`src/rtl/rdt_pkg.sv`:
```
package rdt_pkg;

    typedef enum logic [2:0] {
        ST_IDLE,
        ST_GATE_REQ,
        ST_GATE_WAIT,
        ST_SWEEP_REQ,
        ST_SWEEP_RX,
        ST_SWEEP_STEP,
        ST_CENTER,
        ST_DONE
    } rdt_state_e;

    // Known training pattern: expected value of data bit `lane` at burst beat `beat`.
    function automatic logic ref_bit(input logic [7:0] beat, input logic [7:0] lane);
        return beat[0] ^ lane[0] ^ (beat[1] & lane[1]);
    endfunction

endpackage

```
`src/rtl/rdt_preamble_det.sv`:
```
module rdt_preamble_det #(
    parameter int PRE_EDGES = 2,
    parameter int CW        = 5
) (
    input  logic          clk,
    input  logic          rst_n,
    input  logic          clr_i,
    input  logic          en_i,
    input  logic          strb_i,
    input  logic [CW-1:0] offs_i,
    output logic          hit_o,
    output logic [CW-1:0] lat_o
);
    localparam int EW = $clog2(PRE_EDGES + 1);

    logic          prev_q;
    logic [EW-1:0] edges_q;
    logic [CW-1:0] first_q;
    logic          rise;

    assign rise = en_i && strb_i && !prev_q;

    always_ff @(posedge clk or negedge rst_n) begin
        if (!rst_n) begin
            prev_q  <= 1'b0;
            edges_q <= '0;
            first_q <= '0;
        end else if (clr_i) begin
            prev_q  <= 1'b0;
            edges_q <= '0;
            first_q <= '0;
        end else if (en_i) begin
            prev_q <= strb_i;
            if (rise) begin
                edges_q <= edges_q + EW'(1);
                if (edges_q == '0) begin
                    first_q <= offs_i;
                end
            end
        end
    end

    // Final preamble edge arrives this cycle.
    assign hit_o = rise && (edges_q == EW'(PRE_EDGES - 1));
    // Latency is the offset of the first edge (possibly this one).
    assign lat_o = (edges_q == '0) ? offs_i : first_q;

endmodule

```
`src/rtl/rdt_bit_lane.sv`:
```
module rdt_bit_lane #(
    parameter int TAPW    = 5,
    parameter int CW      = 5,
    parameter int LANE    = 0,
    parameter int DEF_TAP = 16
) (
    input  logic            clk,
    input  logic            rst_n,
    input  logic            clr_i,
    input  logic            smp_i,
    input  logic [CW-1:0]   beat_i,
    input  logic            dq_i,
    input  logic [TAPW-1:0] tap_i,
    input  logic            commit_i,
    input  logic            final_i,
    output logic [TAPW-1:0] dly_o,
    output logic            fail_o
);
    localparam int        LW      = TAPW + 1;
    localparam logic [7:0] LANE_ID = 8'(LANE);

    logic            acc_q;
    logic [TAPW-1:0] cur_s_q, best_s_q;
    logic [LW-1:0]   cur_l_q, best_l_q;
    logic [TAPW-1:0] dly_q;
    logic            fail_q;

    logic            exp_b;
    logic [LW-1:0]   run_len;
    logic [TAPW-1:0] run_start;
    logic [TAPW-1:0] mid_tap;

    assign exp_b     = rdt_pkg::ref_bit(8'(beat_i), LANE_ID);
    assign run_len   = cur_l_q + LW'(1);
    assign run_start = (cur_l_q == '0) ? tap_i : cur_s_q;
    assign mid_tap   = best_s_q + TAPW'((best_l_q - LW'(1)) >> 1);

    always_ff @(posedge clk or negedge rst_n) begin
        if (!rst_n) begin
            acc_q    <= 1'b1;
            cur_s_q  <= '0;
            cur_l_q  <= '0;
            best_s_q <= '0;
            best_l_q <= '0;
            dly_q    <= TAPW'(DEF_TAP);
            fail_q   <= 1'b0;
        end else if (clr_i) begin
            acc_q    <= 1'b1;
            cur_s_q  <= '0;
            cur_l_q  <= '0;
            best_s_q <= '0;
            best_l_q <= '0;
            dly_q    <= TAPW'(DEF_TAP);
            fail_q   <= 1'b0;
        end else begin
            if (commit_i) begin
                acc_q <= 1'b1;
                if (acc_q) begin
                    cur_l_q <= run_len;
                    cur_s_q <= run_start;
                    if (run_len > best_l_q) begin
                        best_l_q <= run_len;
                        best_s_q <= run_start;
                    end
                end else begin
                    cur_l_q <= '0;
                end
            end else if (smp_i) begin
                acc_q <= acc_q & (dq_i == exp_b);
            end
            if (final_i) begin
                if (best_l_q == '0) begin
                    fail_q <= 1'b1;
                    dly_q  <= TAPW'(DEF_TAP);
                end else begin
                    dly_q  <= mid_tap;
                end
            end
        end
    end

    assign dly_o  = dly_q;
    assign fail_o = fail_q;

endmodule

```
`src/rtl/rd_train_ctrl.sv`:
```
module rd_train_ctrl #(
    parameter int NBITS     = 8,
    parameter int TAPW      = 5,
    parameter int MAX_LAT   = 20,
    parameter int PRE_EDGES = 2,
    parameter int BURST     = 8,
    parameter int DEF_TAP   = 16
) (
    input  logic                         clk,
    input  logic                         rst_n,
    input  logic                         start_i,
    output logic                         done_o,
    output logic                         rd_req_o,
    input  logic                         strb_i,
    input  logic [NBITS-1:0]             dq_i,
    output logic                         gate_o,
    output logic [$clog2(MAX_LAT+1)-1:0] gate_lat_o,
    output logic [NBITS*TAPW-1:0]        dly_o,
    output logic                         gate_fail_o,
    output logic [NBITS-1:0]             bit_fail_o
);
    import rdt_pkg::*;

    localparam int NTAPS = 1 << TAPW;
    localparam int CW    = $clog2(MAX_LAT + BURST + 2);
    localparam int LATW  = $clog2(MAX_LAT + 1);

    rdt_state_e      state_q, state_d;
    logic [CW-1:0]   cnt_q;
    logic [TAPW-1:0] tap_q;
    logic [LATW-1:0] lat_q;
    logic            gfail_q;

    logic            start_go;
    logic            det_hit;
    logic [CW-1:0]   det_lat;
    logic [CW-1:0]   lat_ext;
    logic            gate_win;
    logic            last_beat;
    logic            last_tap;
    logic            sweeping;
    logic [CW-1:0]   beat;

    assign start_go  = start_i && (state_q == ST_IDLE || state_q == ST_DONE);
    assign lat_ext   = CW'(lat_q);
    assign gate_win  = (state_q == ST_SWEEP_RX) && (cnt_q >= lat_ext)
                       && (cnt_q < lat_ext + CW'(BURST));
    assign last_beat = (state_q == ST_SWEEP_RX) && (cnt_q == lat_ext + CW'(BURST - 1));
    assign last_tap  = (tap_q == TAPW'(NTAPS - 1));
    assign beat      = cnt_q - lat_ext;

    // State register
    always_ff @(posedge clk or negedge rst_n) begin
        if (!rst_n) state_q <= ST_IDLE;
        else        state_q <= state_d;
    end

    // Transitions
    always_comb begin
        state_d = state_q;
        unique case (state_q)
            ST_IDLE:       if (start_i) state_d = ST_GATE_REQ;
            ST_GATE_REQ:   state_d = ST_GATE_WAIT;
            ST_GATE_WAIT: begin
                if (det_hit)                        state_d = ST_SWEEP_REQ;
                else if (cnt_q == CW'(MAX_LAT))     state_d = ST_DONE;
            end
            ST_SWEEP_REQ:  state_d = ST_SWEEP_RX;
            ST_SWEEP_RX:   if (last_beat) state_d = ST_SWEEP_STEP;
            ST_SWEEP_STEP: state_d = last_tap ? ST_CENTER : ST_SWEEP_REQ;
            ST_CENTER:     state_d = ST_DONE;
            ST_DONE:       if (start_i) state_d = ST_GATE_REQ;
            default:       state_d = ST_IDLE;
        endcase
    end

    // Datapath registers
    always_ff @(posedge clk or negedge rst_n) begin
        if (!rst_n) begin
            cnt_q   <= '0;
            tap_q   <= '0;
            lat_q   <= '0;
            gfail_q <= 1'b0;
        end else begin
            if (start_go) begin
                tap_q   <= '0;
                lat_q   <= '0;
                gfail_q <= 1'b0;
            end
            unique case (state_q)
                ST_GATE_REQ, ST_SWEEP_REQ: cnt_q <= CW'(1);
                ST_GATE_WAIT: begin
                    cnt_q <= cnt_q + CW'(1);
                    if (det_hit)                    lat_q   <= LATW'(det_lat);
                    else if (cnt_q == CW'(MAX_LAT)) gfail_q <= 1'b1;
                end
                ST_SWEEP_RX:   cnt_q <= cnt_q + CW'(1);
                ST_SWEEP_STEP: tap_q <= tap_q + TAPW'(1);
                default: ;
            endcase
        end
    end

    // Outputs
    always_comb begin
        rd_req_o = 1'b0;
        done_o   = 1'b0;
        gate_o   = 1'b0;
        sweeping = 1'b0;
        unique case (state_q)
            ST_GATE_REQ:   rd_req_o = 1'b1;
            ST_SWEEP_REQ:  begin rd_req_o = 1'b1; sweeping = 1'b1; end
            ST_SWEEP_RX:   begin gate_o = gate_win; sweeping = 1'b1; end
            ST_SWEEP_STEP: sweeping = 1'b1;
            ST_DONE:       done_o = 1'b1;
            default: ;
        endcase
    end

    assign gate_lat_o  = lat_q;
    assign gate_fail_o = gfail_q;

    rdt_preamble_det #(
        .PRE_EDGES (PRE_EDGES),
        .CW        (CW)
    ) u_pre (
        .clk    (clk),
        .rst_n  (rst_n),
        .clr_i  (state_q == ST_GATE_REQ),
        .en_i   (state_q == ST_GATE_WAIT),
        .strb_i (strb_i),
        .offs_i (cnt_q),
        .hit_o  (det_hit),
        .lat_o  (det_lat)
    );

    for (genvar gi = 0; gi < NBITS; gi++) begin : g_lane
        logic [TAPW-1:0] lane_dly;
        rdt_bit_lane #(
            .TAPW    (TAPW),
            .CW      (CW),
            .LANE    (gi),
            .DEF_TAP (DEF_TAP)
        ) u_lane (
            .clk      (clk),
            .rst_n    (rst_n),
            .clr_i    (start_go),
            .smp_i    (gate_win),
            .beat_i   (beat),
            .dq_i     (dq_i[gi]),
            .tap_i    (tap_q),
            .commit_i (state_q == ST_SWEEP_STEP),
            .final_i  (state_q == ST_CENTER),
            .dly_o    (lane_dly),
            .fail_o   (bit_fail_o[gi])
        );
        assign dly_o[gi*TAPW +: TAPW] = sweeping ? tap_q : lane_dly;
    end

endmodule

```
`config.mk`:
```
export PLATFORM = sky130hd
export DESIGN_NAME = rd_train_ctrl
export DESIGN_NICKNAME = d
export VERILOG_FILES = /design/src/rtl/rdt_pkg.sv /design/src/rtl/rdt_preamble_det.sv /design/src/rtl/rdt_bit_lane.sv /design/src/rtl/rd_train_ctrl.sv
export SDC_FILE = /design/constraint.sdc
export NUM_CORES = 1
export LEC_CHECK = 0
export ABC_AREA = 0
export BUFFER_PORTS_ARGS = -buffer_cell sky130_fd_sc_hd__buf_2
export CORE_MARGIN = 1
export CORE_UTILIZATION = 65
export DETAILED_ROUTE_END_ITERATION = 8
export GPL_TIMING_DRIVEN = 1
export MAX_ROUTING_LAYER = met4
export PLACE_DENSITY = 0.91
export SLEW_MARGIN = 0
export SYNTH_ARGS = -nofsm -noshare
export SYNTH_HDL_FRONTEND = slang
export SYNTH_HIERARCHICAL = 1
export SYNTH_SLANG_ARGS = --single-unit
```
`constraint.sdc`:
```
create_clock -name clk -period 7.5 [get_ports clk]
set_clock_uncertainty 0.15 [all_clocks]
set_input_delay 0.75 -clock clk [delete_from_list [all_inputs] [get_ports clk]]
set_output_delay 0.75 -clock clk [all_outputs]
set_load 0.01 [all_outputs]
```
==> impl_results.md <==
- Outcome: complete, no violations
- Via count: ~14000
- DRT Pass-1 Iters: 6
- Largest net degree at the start of global routing: 142
- Crit path DAT: between 3 and 4 ns
- Syn_area_per_cell: 9.531 um^2
- Vias in the first global route: ~14000
- Area grow syn2layout: 7.120%
- CTS tree: built
- Nets: between 1500 and 2000
- CTS Buf Count: 28
- Crit path required time: 6.60 ns
- CTS clock-pin slew for the worst setup and hold paths: 0.06 ns
- Min Tclk post-route: 4.485 ns
- Worst-Margin Slew: 1.174 ns
- Yosys warns: 6
- Max incr delay on CP: 0.96 ns
- CP endpoint kind: output port
- Gpl congestion: 0.8902
- Starting Density: 0.6642
- Delay-heaviest family, CP: simple AND/OR/NAND/NOR gates
- Sink Count: 259
- Post-CTS setup buffers: 0
- Leak Pwr: 8.619 nW
- Critical path buffers and inverters: 4
- HP Class: input pin to asynchronous set/reset pin
- Final core utilization: 0.7115
- Area occupied by multi-input gates: 9732 um^2
- Final setup fails: 0
- Wirelength per Cell: 19.21 um
- Die area: about 27000 um^2
- H-tree Lvls: 1
- Rows: 59
- Placeable core region: approximately 26000 um^2
- Io pins: 69
- Rel. slew slack: 0.2113
- Post-Syn Nets: about 2000
- Critical path type: flop to output port
- First-pass GRT wire length: 69200 um
- CP Cell Sequence: inv_1, nor2_1, mux2i_4, buf_4, nor2b_1, buf_4, a21o_1, buf_2
- DP Area: 17630 um^2
- # resized after CTS: 0
- CTS Hold Bufs: 0
- Filler instances: 1785
- Post-Syn Instances: 1816
- Placed insts: 2137
- Starting DRT DRC Count: 1384
- PnR worst setup slack: 3.015 ns
- Gr ovfl total: 0
- Final TNS setup: 0 ns
- CTS root buffer: clkbuf_16
- Design area: 18540 um^2
- Register Area: 6501 um^2
- Ant. Diodes: 0
- Period utilization: 0.5980
- Stages on the worst setup path: 8
- CP Launch Type: flop
- Initial antenna violation count: 0
- Detail Route Antenna Nets: 0
- Chip width: around 170 um
- Die Height: ~170 um
- Highest Clock Rate: 223.0 MHz
- Layout cells sized above 1: 0.1225
- Clock Path Buffers: 3
- Maxcap violations: 0
- Residual DRC: 0
- Power per cell area: just under 500 nW/um^2
- Area of the mapped netlist: 17310 um^2
- Fin. max-slew vios: 0
- Clock Latency Late Sink: 0.56 ns
- Global Route Usage Sum: 0.3268
- WL final: roughly 42000 um
- CP dominant cell by count: buf_4
- Final Power: 9.003 mW
- Dpl hpwl: 27380 um
- CP max stage cell: nor2b_1
- Min Hold Slack: 0.1688 ns
- Endpoints failing hold: 0
- RSZ-0062 raised after global routing: no
- Worst setup slack after placement: 3.549 ns
- Vias per inst: 6.312
- Worst vdd rail ir drop: 0.2879 mV
- Largest fanout on the critical path: 45
- PortBufs: 68
- Non-Filler Instances: 2188
- Reg2reg path depth: 7
[worst reg2reg max path: stages, from the launching register on]
cell and delay (ns):
dfrtp_1 0.91, nand3_1 0.39, inv_2 0.41, buf_4 0.63
nand2_1 0.23, nor2_1 0.81, a21oi_1 0.16, a311oi_1 0.29
[final cells by class]
| cell class | count | area share |
|---|---|---|
| timing repair buffer | 81 | 0.02416 |
| clock inverter | 10 | 0.004386 |
| multi-input combinational | 1323 | 0.5249 |
| sequential | 259 | 0.3506 |
| tap | 335 | 0.02261 |
| inverter | 139 | 0.02854 |
| clock buffer | 41 | 0.04481 |
[flip-flops by register name (all words and copies together) (netlist names), 8 cells and up]
| register | cells |
|---|---|
| g_lane.u_lane/best_l_q | 48 |
| g_lane.u_lane/cur_s_q | 40 |
| g_lane.u_lane/fail_o | 8 |
| g_lane.u_lane/cur_l_q | 48 |
| g_lane.u_lane/best_s_q | 40 |
| g_lane.u_lane/dly_o | 40 |
| g_lane.u_lane/acc_q | 8 |
[path summary, 6_finish.rpt]
| path | from | endpoint | slack (ns) |
|---|---|---|---|
| hold reg to reg | g_lane[7].u_lane/fail_o | g_lane[7].u_lane/fail_o | 0.34 |
| min in group clk | strb_i | u_pre/prev_q | 0.33 |
| setup / recovery | state_q[0] | dly_o[10] | 3.02 |
| max in group asynchronous | rst_n | g_lane[6].u_lane/dly_o[1] | 5.41 |
| hold / removal | rst_n | g_lane[0].u_lane/best_l_q[1] | 0.17 |
| setup reg to reg | state_q[2] | g_lane[3].u_lane/best_s_q[2] | 3.41 |
[where the power goes]
part	internal, mW	total, mW	switching [mW]	leakage (nW)
clock	0.800	1.38	0.580	0.454
combinational	2.20	5.21	3.00	4.75
sequential	1.86	2.42	0.560	3.42
[layout by cell type, fill, tap and decap left out, types with 9 or more instances in the layout]
master	n
dfrtp_1	243
nor2_1	198
a21oi_1	152
inv_1	137
ha_1	126
mux2i_1	118
nand3_1	92
nand2b_1	81
buf_2	67
xnor2_1	66
a21o_1	57
nor3_1	55
nand2_1	40
nor2b_1	30
o21ai_0	29
clkbuf_16	29
xor2_1	27
a211oi_2	22
mux2_2	17
nand4_1	16
a311oi_1	16
dfstp_2	16
buf_4	13
and2_1	12
nor3b_1	12
and3_1	9
a221oi_1	9
fa_1	9
[layer usage]
layer | global-route usage | part of all wire
met3 | 0.04296 | 0.060
met1 | 0.3933 | 0.39
met2 | 0.5515 | 0.50
met4 | 0.1393 | 0.043
met5 | - | 0
No activity file was read; power rests on OpenSTA's default activity.
